**src/rtl/irc_pkg.sv**
```systemverilog
package irc_pkg;

    typedef enum logic [1:0] {
        SEL_INDEX   = 2'd0,
        SEL_WINDOW  = 2'd1,
        SEL_VERSION = 2'd2,
        SEL_EOI     = 2'd3
    } regsel_e;

    localparam logic [2:0] DM_FIXED  = 3'b000;
    localparam logic [2:0] DM_LOWPRI = 3'b001;
    localparam logic [2:0] DM_PMI    = 3'b010;
    localparam logic [2:0] DM_INIT   = 3'b101;

    typedef struct packed {
        logic [15:0] dest;
        logic        mask;
        logic        trig;   // 1 = level
        logic        pol;    // 1 = active low
        logic [2:0]  dmode;
        logic [7:0]  vec;
    } rte_t;

    typedef struct packed {
        logic [7:0]  vec;
        logic [2:0]  dmode;
        logic [15:0] dest;
    } msg_t;

    localparam rte_t RTE_RESET = '{dest: 16'h0, mask: 1'b1, trig: 1'b0,
                                   pol: 1'b0, dmode: 3'd0, vec: 8'd0};

    function automatic logic [31:0] low_word(rte_t e, logic pend);
        logic [31:0] w;
        w        = '0;
        w[7:0]   = e.vec;
        w[10:8]  = e.dmode;
        w[13]    = e.pol;
        w[14]    = pend;
        w[15]    = e.trig;
        w[16]    = e.mask;
        return w;
    endfunction

    function automatic msg_t to_msg(rte_t e);
        msg_t m;
        m.vec   = e.vec;
        m.dmode = e.dmode;
        m.dest  = e.dest;
        return m;
    endfunction

endpackage

```
**src/rtl/irc_pin_front.sv**
```systemverilog
module irc_pin_front #(
    parameter int NPINS = 24
) (
    input  logic             clk,
    input  logic             rst,
    input  logic [NPINS-1:0] pin_in,
    input  logic [NPINS-1:0] pol,
    input  logic [NPINS-1:0] trig,
    input  logic [NPINS-1:0] mask,
    input  logic [NPINS-1:0] taken,
    output logic [NPINS-1:0] level_act,
    output logic [NPINS-1:0] edge_pend
);

    for (genvar i = 0; i < NPINS; i++) begin : g_pin
        logic s1, s2, s3;
        logic act, prev_act, edge_hit;

        always_ff @(posedge clk) begin
            if (rst) begin
                s1 <= 1'b0;
                s2 <= 1'b0;
                s3 <= 1'b0;
            end else begin
                s1 <= pin_in[i];
                s2 <= s1;
                s3 <= s2;
            end
        end

        assign act      = s2 ^ pol[i];
        assign prev_act = s3 ^ pol[i];
        assign edge_hit = act & ~prev_act;
        assign level_act[i] = act;

        always_ff @(posedge clk) begin
            if (rst)                   edge_pend[i] <= 1'b0;
            else if (mask[i] || trig[i]) edge_pend[i] <= 1'b0;
            else if (edge_hit)         edge_pend[i] <= 1'b1;
            else if (taken[i])         edge_pend[i] <= 1'b0;
        end

        // a masked pin holds no edge for later delivery
        a_r5_masked_drops: assert property (@(posedge clk) disable iff (rst)
            mask[i] |=> !edge_pend[i]);
    end

endmodule

```
**src/rtl/irc_entry_table.sv**
```systemverilog
module irc_entry_table
    import irc_pkg::*;
#(
    parameter int          NPINS   = 24,
    parameter logic [7:0]  VERSION = 8'h21
) (
    input  logic             clk,
    input  logic             rst,
    input  logic             reg_wr,
    input  logic [1:0]       reg_addr,
    input  logic [31:0]      reg_wdata,
    output logic [31:0]      reg_rdata,
    input  logic [NPINS-1:0] taken,
    output rte_t             entries [NPINS],
    output logic [NPINS-1:0] irr
);

    localparam int PW = (NPINS > 1) ? $clog2(NPINS) : 1;
    localparam logic [7:0] MAX_PIN = 8'(NPINS - 1);

    logic [8:0]    idx_q;
    logic [7:0]    idx_pin;
    logic          idx_hi, in_range, wr_win, wr_eoi;
    logic [PW-1:0] sel;
    logic          wdata_unused;

    assign idx_pin  = idx_q[8:1];
    assign idx_hi   = idx_q[0];
    assign in_range = (idx_pin <= MAX_PIN);
    assign sel      = idx_pin[PW-1:0];
    assign wr_win   = reg_wr && (regsel_e'(reg_addr) == SEL_WINDOW) && in_range;
    assign wr_eoi   = reg_wr && (regsel_e'(reg_addr) == SEL_EOI);
    assign wdata_unused = ^{reg_wdata[14], reg_wdata[12:11]};

    always_ff @(posedge clk) begin
        if (rst)
            idx_q <= '0;
        else if (reg_wr && (regsel_e'(reg_addr) == SEL_INDEX))
            idx_q <= reg_wdata[8:0];
    end

    always_ff @(posedge clk) begin
        for (int i = 0; i < NPINS; i++) begin
            if (rst) begin
                entries[i] <= RTE_RESET;
                irr[i]     <= 1'b0;
            end else begin
                if (wr_win && idx_pin == 8'(i)) begin
                    if (idx_hi) begin
                        entries[i].dest <= reg_wdata[31:16];
                    end else begin
                        entries[i].vec   <= reg_wdata[7:0];
                        entries[i].dmode <= reg_wdata[10:8];
                        entries[i].pol   <= reg_wdata[13];
                        entries[i].trig  <= reg_wdata[15];
                        entries[i].mask  <= reg_wdata[16];
                    end
                end
                if (wr_eoi && reg_wdata[7:0] == entries[i].vec)
                    irr[i] <= 1'b0;
                if (taken[i] && entries[i].trig)
                    irr[i] <= 1'b1;
            end
        end
    end

    always_comb begin
        reg_rdata = '0;
        case (regsel_e'(reg_addr))
            SEL_INDEX:   reg_rdata = {23'b0, idx_q};
            SEL_WINDOW:  if (in_range)
                             reg_rdata = idx_hi ? {entries[sel].dest, 16'h0}
                                                : low_word(entries[sel], irr[sel]);
            SEL_VERSION: reg_rdata = {8'h0, MAX_PIN, 8'h0, VERSION};
            default:     reg_rdata = '0;
        endcase
    end

    for (genvar i = 0; i < NPINS; i++) begin : g_chk
        // matching end-of-interrupt re-arms a pin not granted in the same cycle
        a_r6_eoi_rearms: assert property (@(posedge clk) disable iff (rst)
            (wr_eoi && reg_wdata[7:0] == entries[i].vec && !taken[i]) |=> !irr[i]);
    end

endmodule

```
**src/rtl/irc_arbiter.sv**
```systemverilog
module irc_arbiter
    import irc_pkg::*;
#(
    parameter int NPINS = 24
) (
    input  logic             clk,
    input  logic             rst,
    input  logic [NPINS-1:0] req,
    input  rte_t             entries [NPINS],
    input  logic             msg_ready,
    output logic             msg_valid,
    output msg_t             msg,
    output logic [NPINS-1:0] taken
);

    localparam int PW = (NPINS > 1) ? $clog2(NPINS) : 1;

    logic [PW-1:0] pick;
    logic          found, load;

    always_comb begin
        found = 1'b0;
        pick  = '0;
        for (int i = 0; i < NPINS; i++) begin
            if (req[i] && !found) begin
                found = 1'b1;
                pick  = PW'(i);
            end
        end
    end

    assign load  = found && !msg_valid;
    assign taken = load ? (NPINS'(1) << pick) : '0;

    always_ff @(posedge clk) begin
        if (rst) begin
            msg_valid <= 1'b0;
            msg       <= '0;
        end else if (load) begin
            msg_valid <= 1'b1;
            msg       <= to_msg(entries[pick]);
        end else if (msg_ready) begin
            msg_valid <= 1'b0;
        end
    end

    // message frozen under backpressure
    a_r8_hold_stable: assert property (@(posedge clk) disable iff (rst)
        (msg_valid && !msg_ready) |=> (msg_valid && $stable(msg)));

    // at most one pin granted per cycle
    a_r7_single_grant: assert property (@(posedge clk) disable iff (rst)
        $onehot0(taken));

endmodule

```
**src/rtl/intr_redirect_ctrl.sv**
```systemverilog
module intr_redirect_ctrl
    import irc_pkg::*;
#(
    parameter int          NPINS    = 24,
    parameter logic [7:0]  VERSION  = 8'h21,
    parameter logic [31:0] GSI_BASE = 32'd48
) (
    input  logic             clk,
    input  logic             rst,
    input  logic [NPINS-1:0] pin_in,
    input  logic             reg_wr,
    input  logic [1:0]       reg_addr,
    input  logic [31:0]      reg_wdata,
    output logic [31:0]      reg_rdata,
    output logic             msg_valid,
    input  logic             msg_ready,
    output logic [7:0]       msg_vector,
    output logic [2:0]       msg_dmode,
    output logic [15:0]      msg_dest,
    output logic [31:0]      gsi_base
);

    rte_t             entries [NPINS];
    logic [NPINS-1:0] irr, taken, req, level_act, edge_pend;
    logic [NPINS-1:0] pol_v, trig_v, mask_v;
    msg_t             msg;

    for (genvar i = 0; i < NPINS; i++) begin : g_vec
        assign pol_v[i]  = entries[i].pol;
        assign trig_v[i] = entries[i].trig;
        assign mask_v[i] = entries[i].mask;
        assign req[i]    = ~mask_v[i] &
                           (edge_pend[i] | (trig_v[i] & level_act[i] & ~irr[i]));
    end

    irc_entry_table #(.NPINS(NPINS), .VERSION(VERSION)) u_table (
        .clk      (clk),
        .rst      (rst),
        .reg_wr   (reg_wr),
        .reg_addr (reg_addr),
        .reg_wdata(reg_wdata),
        .reg_rdata(reg_rdata),
        .taken    (taken),
        .entries  (entries),
        .irr      (irr)
    );

    irc_pin_front #(.NPINS(NPINS)) u_front (
        .clk      (clk),
        .rst      (rst),
        .pin_in   (pin_in),
        .pol      (pol_v),
        .trig     (trig_v),
        .mask     (mask_v),
        .taken    (taken),
        .level_act(level_act),
        .edge_pend(edge_pend)
    );

    irc_arbiter #(.NPINS(NPINS)) u_arb (
        .clk      (clk),
        .rst      (rst),
        .req      (req),
        .entries  (entries),
        .msg_ready(msg_ready),
        .msg_valid(msg_valid),
        .msg      (msg),
        .taken    (taken)
    );

    assign msg_vector = msg.vec;
    assign msg_dmode  = msg.dmode;
    assign msg_dest   = msg.dest;
    assign gsi_base   = GSI_BASE;

    // a masked pin is never granted
    a_r11_mask_blocks: assert property (@(posedge clk) disable iff (rst)
        (taken & mask_v) == '0);

    // a level pin awaiting end-of-interrupt is never granted again
    a_r6_level_blocked: assert property (@(posedge clk) disable iff (rst)
        (taken & irr & trig_v) == '0);

endmodule

```
**config.mk**
```make
export PLATFORM = sky130hd
export DESIGN_NAME = intr_redirect_ctrl
export DESIGN_NICKNAME = d
export VERILOG_FILES = /design/src/rtl/irc_pkg.sv /design/src/rtl/irc_pin_front.sv /design/src/rtl/irc_entry_table.sv /design/src/rtl/irc_arbiter.sv /design/src/rtl/intr_redirect_ctrl.sv
export SDC_FILE = /design/constraint.sdc
export NUM_CORES = 2
export LEC_CHECK = 0
export BUFFER_PORTS_ARGS = -buffer_cell sky130_fd_sc_hd__buf_2
export CAP_MARGIN = 0
export CELL_PAD_IN_SITES_DETAIL_PLACEMENT = 0
export CELL_PAD_IN_SITES_GLOBAL_PLACEMENT = 1
export CORE_UTILIZATION = 51
export CTS_BUF_LIST = sky130_fd_sc_hd__clkbuf_8 sky130_fd_sc_hd__clkbuf_16
export DETAILED_ROUTE_END_ITERATION = 8
export GPL_ROUTABILITY_DRIVEN = 0
export PLACE_DENSITY_LB_ADDON = 0.1
export SYNTH_ARGS = -nofsm -noshare
export SYNTH_HDL_FRONTEND = slang
export SYNTH_SLANG_ARGS = --single-unit
```
**constraint.sdc**
```tcl
create_clock -name clk -period 8.11 [get_ports clk]
set_input_delay 0.811 -clock clk [delete_from_list [all_inputs] [get_ports clk]]
set_output_delay 0.811 -clock clk [all_outputs]
set_load 0.05 [all_outputs]
```
==> results_dict.tcl <==
set metrics [dict create \
    rsz0062_at_grt "no" \
    crit_arrival_ps 4540 \
    post_cts_buffers 0 \
    die_h_um 302 \
    instances_no_fill 6670 \
    coreArea_um2 88800 \
    first_pass_iters 9 \
    synth_compound_area_frac 0.148 \
    cp-end-kind "output port" \
    synth_xor_area_frac 0.0413 \
    synth_common_cells "nand2_1 (1776), dfxtp_1 (877), a21oi_1 (815)" \
    powerDensity_nw_per_um2 189 \
    synthDistinctLibCells 80 \
    ant_nets 0 \
    drive_gt1_frac 0.125 \
    syn_area_per_cell_um2 8.21 \
    grt_start_max_net_pins 198 \
    num-nets-final 5482 \
    setup_tns_ps 0 \
    placement.io_buffers 116 \
    vias 41000 \
    status "finished, violations left" \
    r2r_start "u_table.entries[71]" \
    slew-limit-headroom 0.138 \
    fillers 8192 \
    synthFlopType "dfxtp_1" \
    grt_pass1_vias 37100 \
    cp.required_ps 7300 \
    cellLeakagePower_nw 16.6 \
    grt_pass1_wl_um 248000 \
    min_path_type "in -> reg" \
    antenna_found_initial 8 \
    gr-total-overflow 0 \
    setup_viol 0 \
    yosysWarnings 0 \
    cts_resized 0 \
    synthMuxAreaShare 0.168 \
    ios 154 \
    yosysTopAreaCell "dfxtp_1" \
    synthCells 5589 \
    startpoint "u_table.idx_q[1]" \
    netlist_area_um2 45900 \
    clock-sinks 877 \
    synth-edff-count 0 \
    placed_cells 6485 \
    fin_crit_ps 5350 \
    final_hold_viol_count 0 \
    crit_type "reg -> out" \
    drt_iter0_markers 4750 \
    synth-seq-area-share 0.383 \
    failed_checks "DRC" \
    numCtsBuffers 98 \
    cts.path.max_buffers 3 \
    clockRootBuffer "clkbuf_16" \
    synth_top_family_by_area "simple AND/OR/NAND/NOR gates" \
    synth_top_area_share 0.383 \
    rows 109 \
    final.setup_skew_ps 23.7 \
    synthAdderAreaFrac 0 \
    cp_max_fo 104 \
    die_area_um2 91100 \
    maxCapViolations 0 \
    totalWireLength_um 168000 \
    holdCritStartpoint "pin_in[23]" \
    yosysMostFrequentCell "nand2_1" \
    vias_per_cell 6.14 \
    drc 16 \
    place_hpwl_um 108000 \
    ys_ff_latch 877 \
    hold_slack_ps 343 \
    ys_top_cells_by_area "dfxtp_1 (38%), nand2_1 (15%), mux4_2 (11%)" \
    grt_usage 0.362 \
    min_period_over_period 0.660 \
    clk_pin_slew_worst_paths_ps 60 \
    initial_core_util 0.517 \
    vdd_drop_max_mv 0.161 \
    die_w_um 302 \
    h-tree-depth 3 \
    max_clock_freq_ghz 0.187 \
    wl_per_cell_um 25.1 \
    drv_slew 0 \
    synthToLayoutAreaGrowth_pct 9.28 \
    synthSimpleGateAreaFrac 0.210 \
    tightest_slew_ps 1280 \
    cts_tree "yes" \
    postCtsHoldBufs 0 \
    setup.worst_path.start_class "flop" \
    clock_latency_ps 680 \
    synth-async-reset-ratio 0 \
]
## cell type report
class                      instances  area [um^2]  area share
clock inverter                    54          489     0.00976
multi-input combinational       4218        26200       0.524
timing repair buffer             209         1410      0.0282
tap                             1165         1460      0.0291
inverter                          16         60.1     0.00120
antenna                            5         12.5    0.000250
clock buffer                     126         2870      0.0573
sequential                       877        17600       0.351
## layout by cell type, fill, tap and decap left out, drive strengths merged, types with 61 or more instances in the layout
| cell | Yosys | routed |
|---|---|---|
| mux4 | 217 | 217 |
| mux2i | 230 | 230 |
| a21oi | 816 | 816 |
| clkbuf | 350 | 126 |
| o21ai | 75 | 75 |
| nand3 | 61 | 61 |
| xor2 | 160 | 160 |
| a211oi | 71 | 71 |
| nor2 | 150 | 150 |
| nor2b | 91 | 91 |
| nand2 | 1776 | 1776 |
| dfxtp | 877 | 877 |
| buf | 160 | 209 |
| and2 | 64 | 64 |
## critical path, stage by stage, from the launching register on
cell and delay, ps:
dfxtp_4 940, buf_12 650, mux4_2 680, mux4_2 560, a21oi_1 160, o21ai_0 250
buf_2 330
## registers in the layout, indices dropped and copies added, names as in the netlist, 9 cells and up
register / cells
u_table.idx_q: 9
u_front.g_pin.s1: 24
u_table.irr: 24
u_arb.msg: 27
u_table.entries: 720
u_front.g_pin.s2: 24
u_front.g_pin.s3: 24
u_front.edge_pend: 24
## cells by family after synthesis
family          Yosys count
simple gates           2297
other cells               2
buf+inv                 526
compound gates         1180
mux                     491
xor+xnor                216
flops                   877
## where the power goes
group          internal (mW)  switching [mW]  leakage (nW)
registers               4.33          0.0241          7.08
logic                  0.112           0.341          7.80
clock network           2.77            1.91          1.74
total                   7.20            2.28          16.6
## metrics by stage
step	power (mW)	worst slack (ps)	util	area [um^2]
2_1_floorplan	4.76	4070	-	46000
3_3_place_gp	4.89	3160	0.526	46700
3_5_place_dp	4.89	3120	0.526	46700
4_1_cts	9.51	2760	0.564	50100
5_1_grt	9.70	2560	0.564	50100
6_report	9.48	2760	0.564	50100
## path summary, 6_finish.rpt
kind / depth (start not counted) / endpoint / slack, ps
max reg2reg: 12 / u_arb.msg[0] / 2780
max: 6 / reg_rdata[17] / 2760
min reg2reg: 1 / u_front.g_pin[0].s2 / 430
min: 2 / u_front.g_pin[23].s1 / 340
## routing by layer
metal  global-route usage  part of all wire  vias up
li1                     -                 -    18900
met1                0.534              0.44    19900
met2                0.529              0.43     1967
met3               0.0832              0.11      259
met4               0.0954             0.025        0
met5                    0                 0        -
Power figures use the tool's default switching activity.
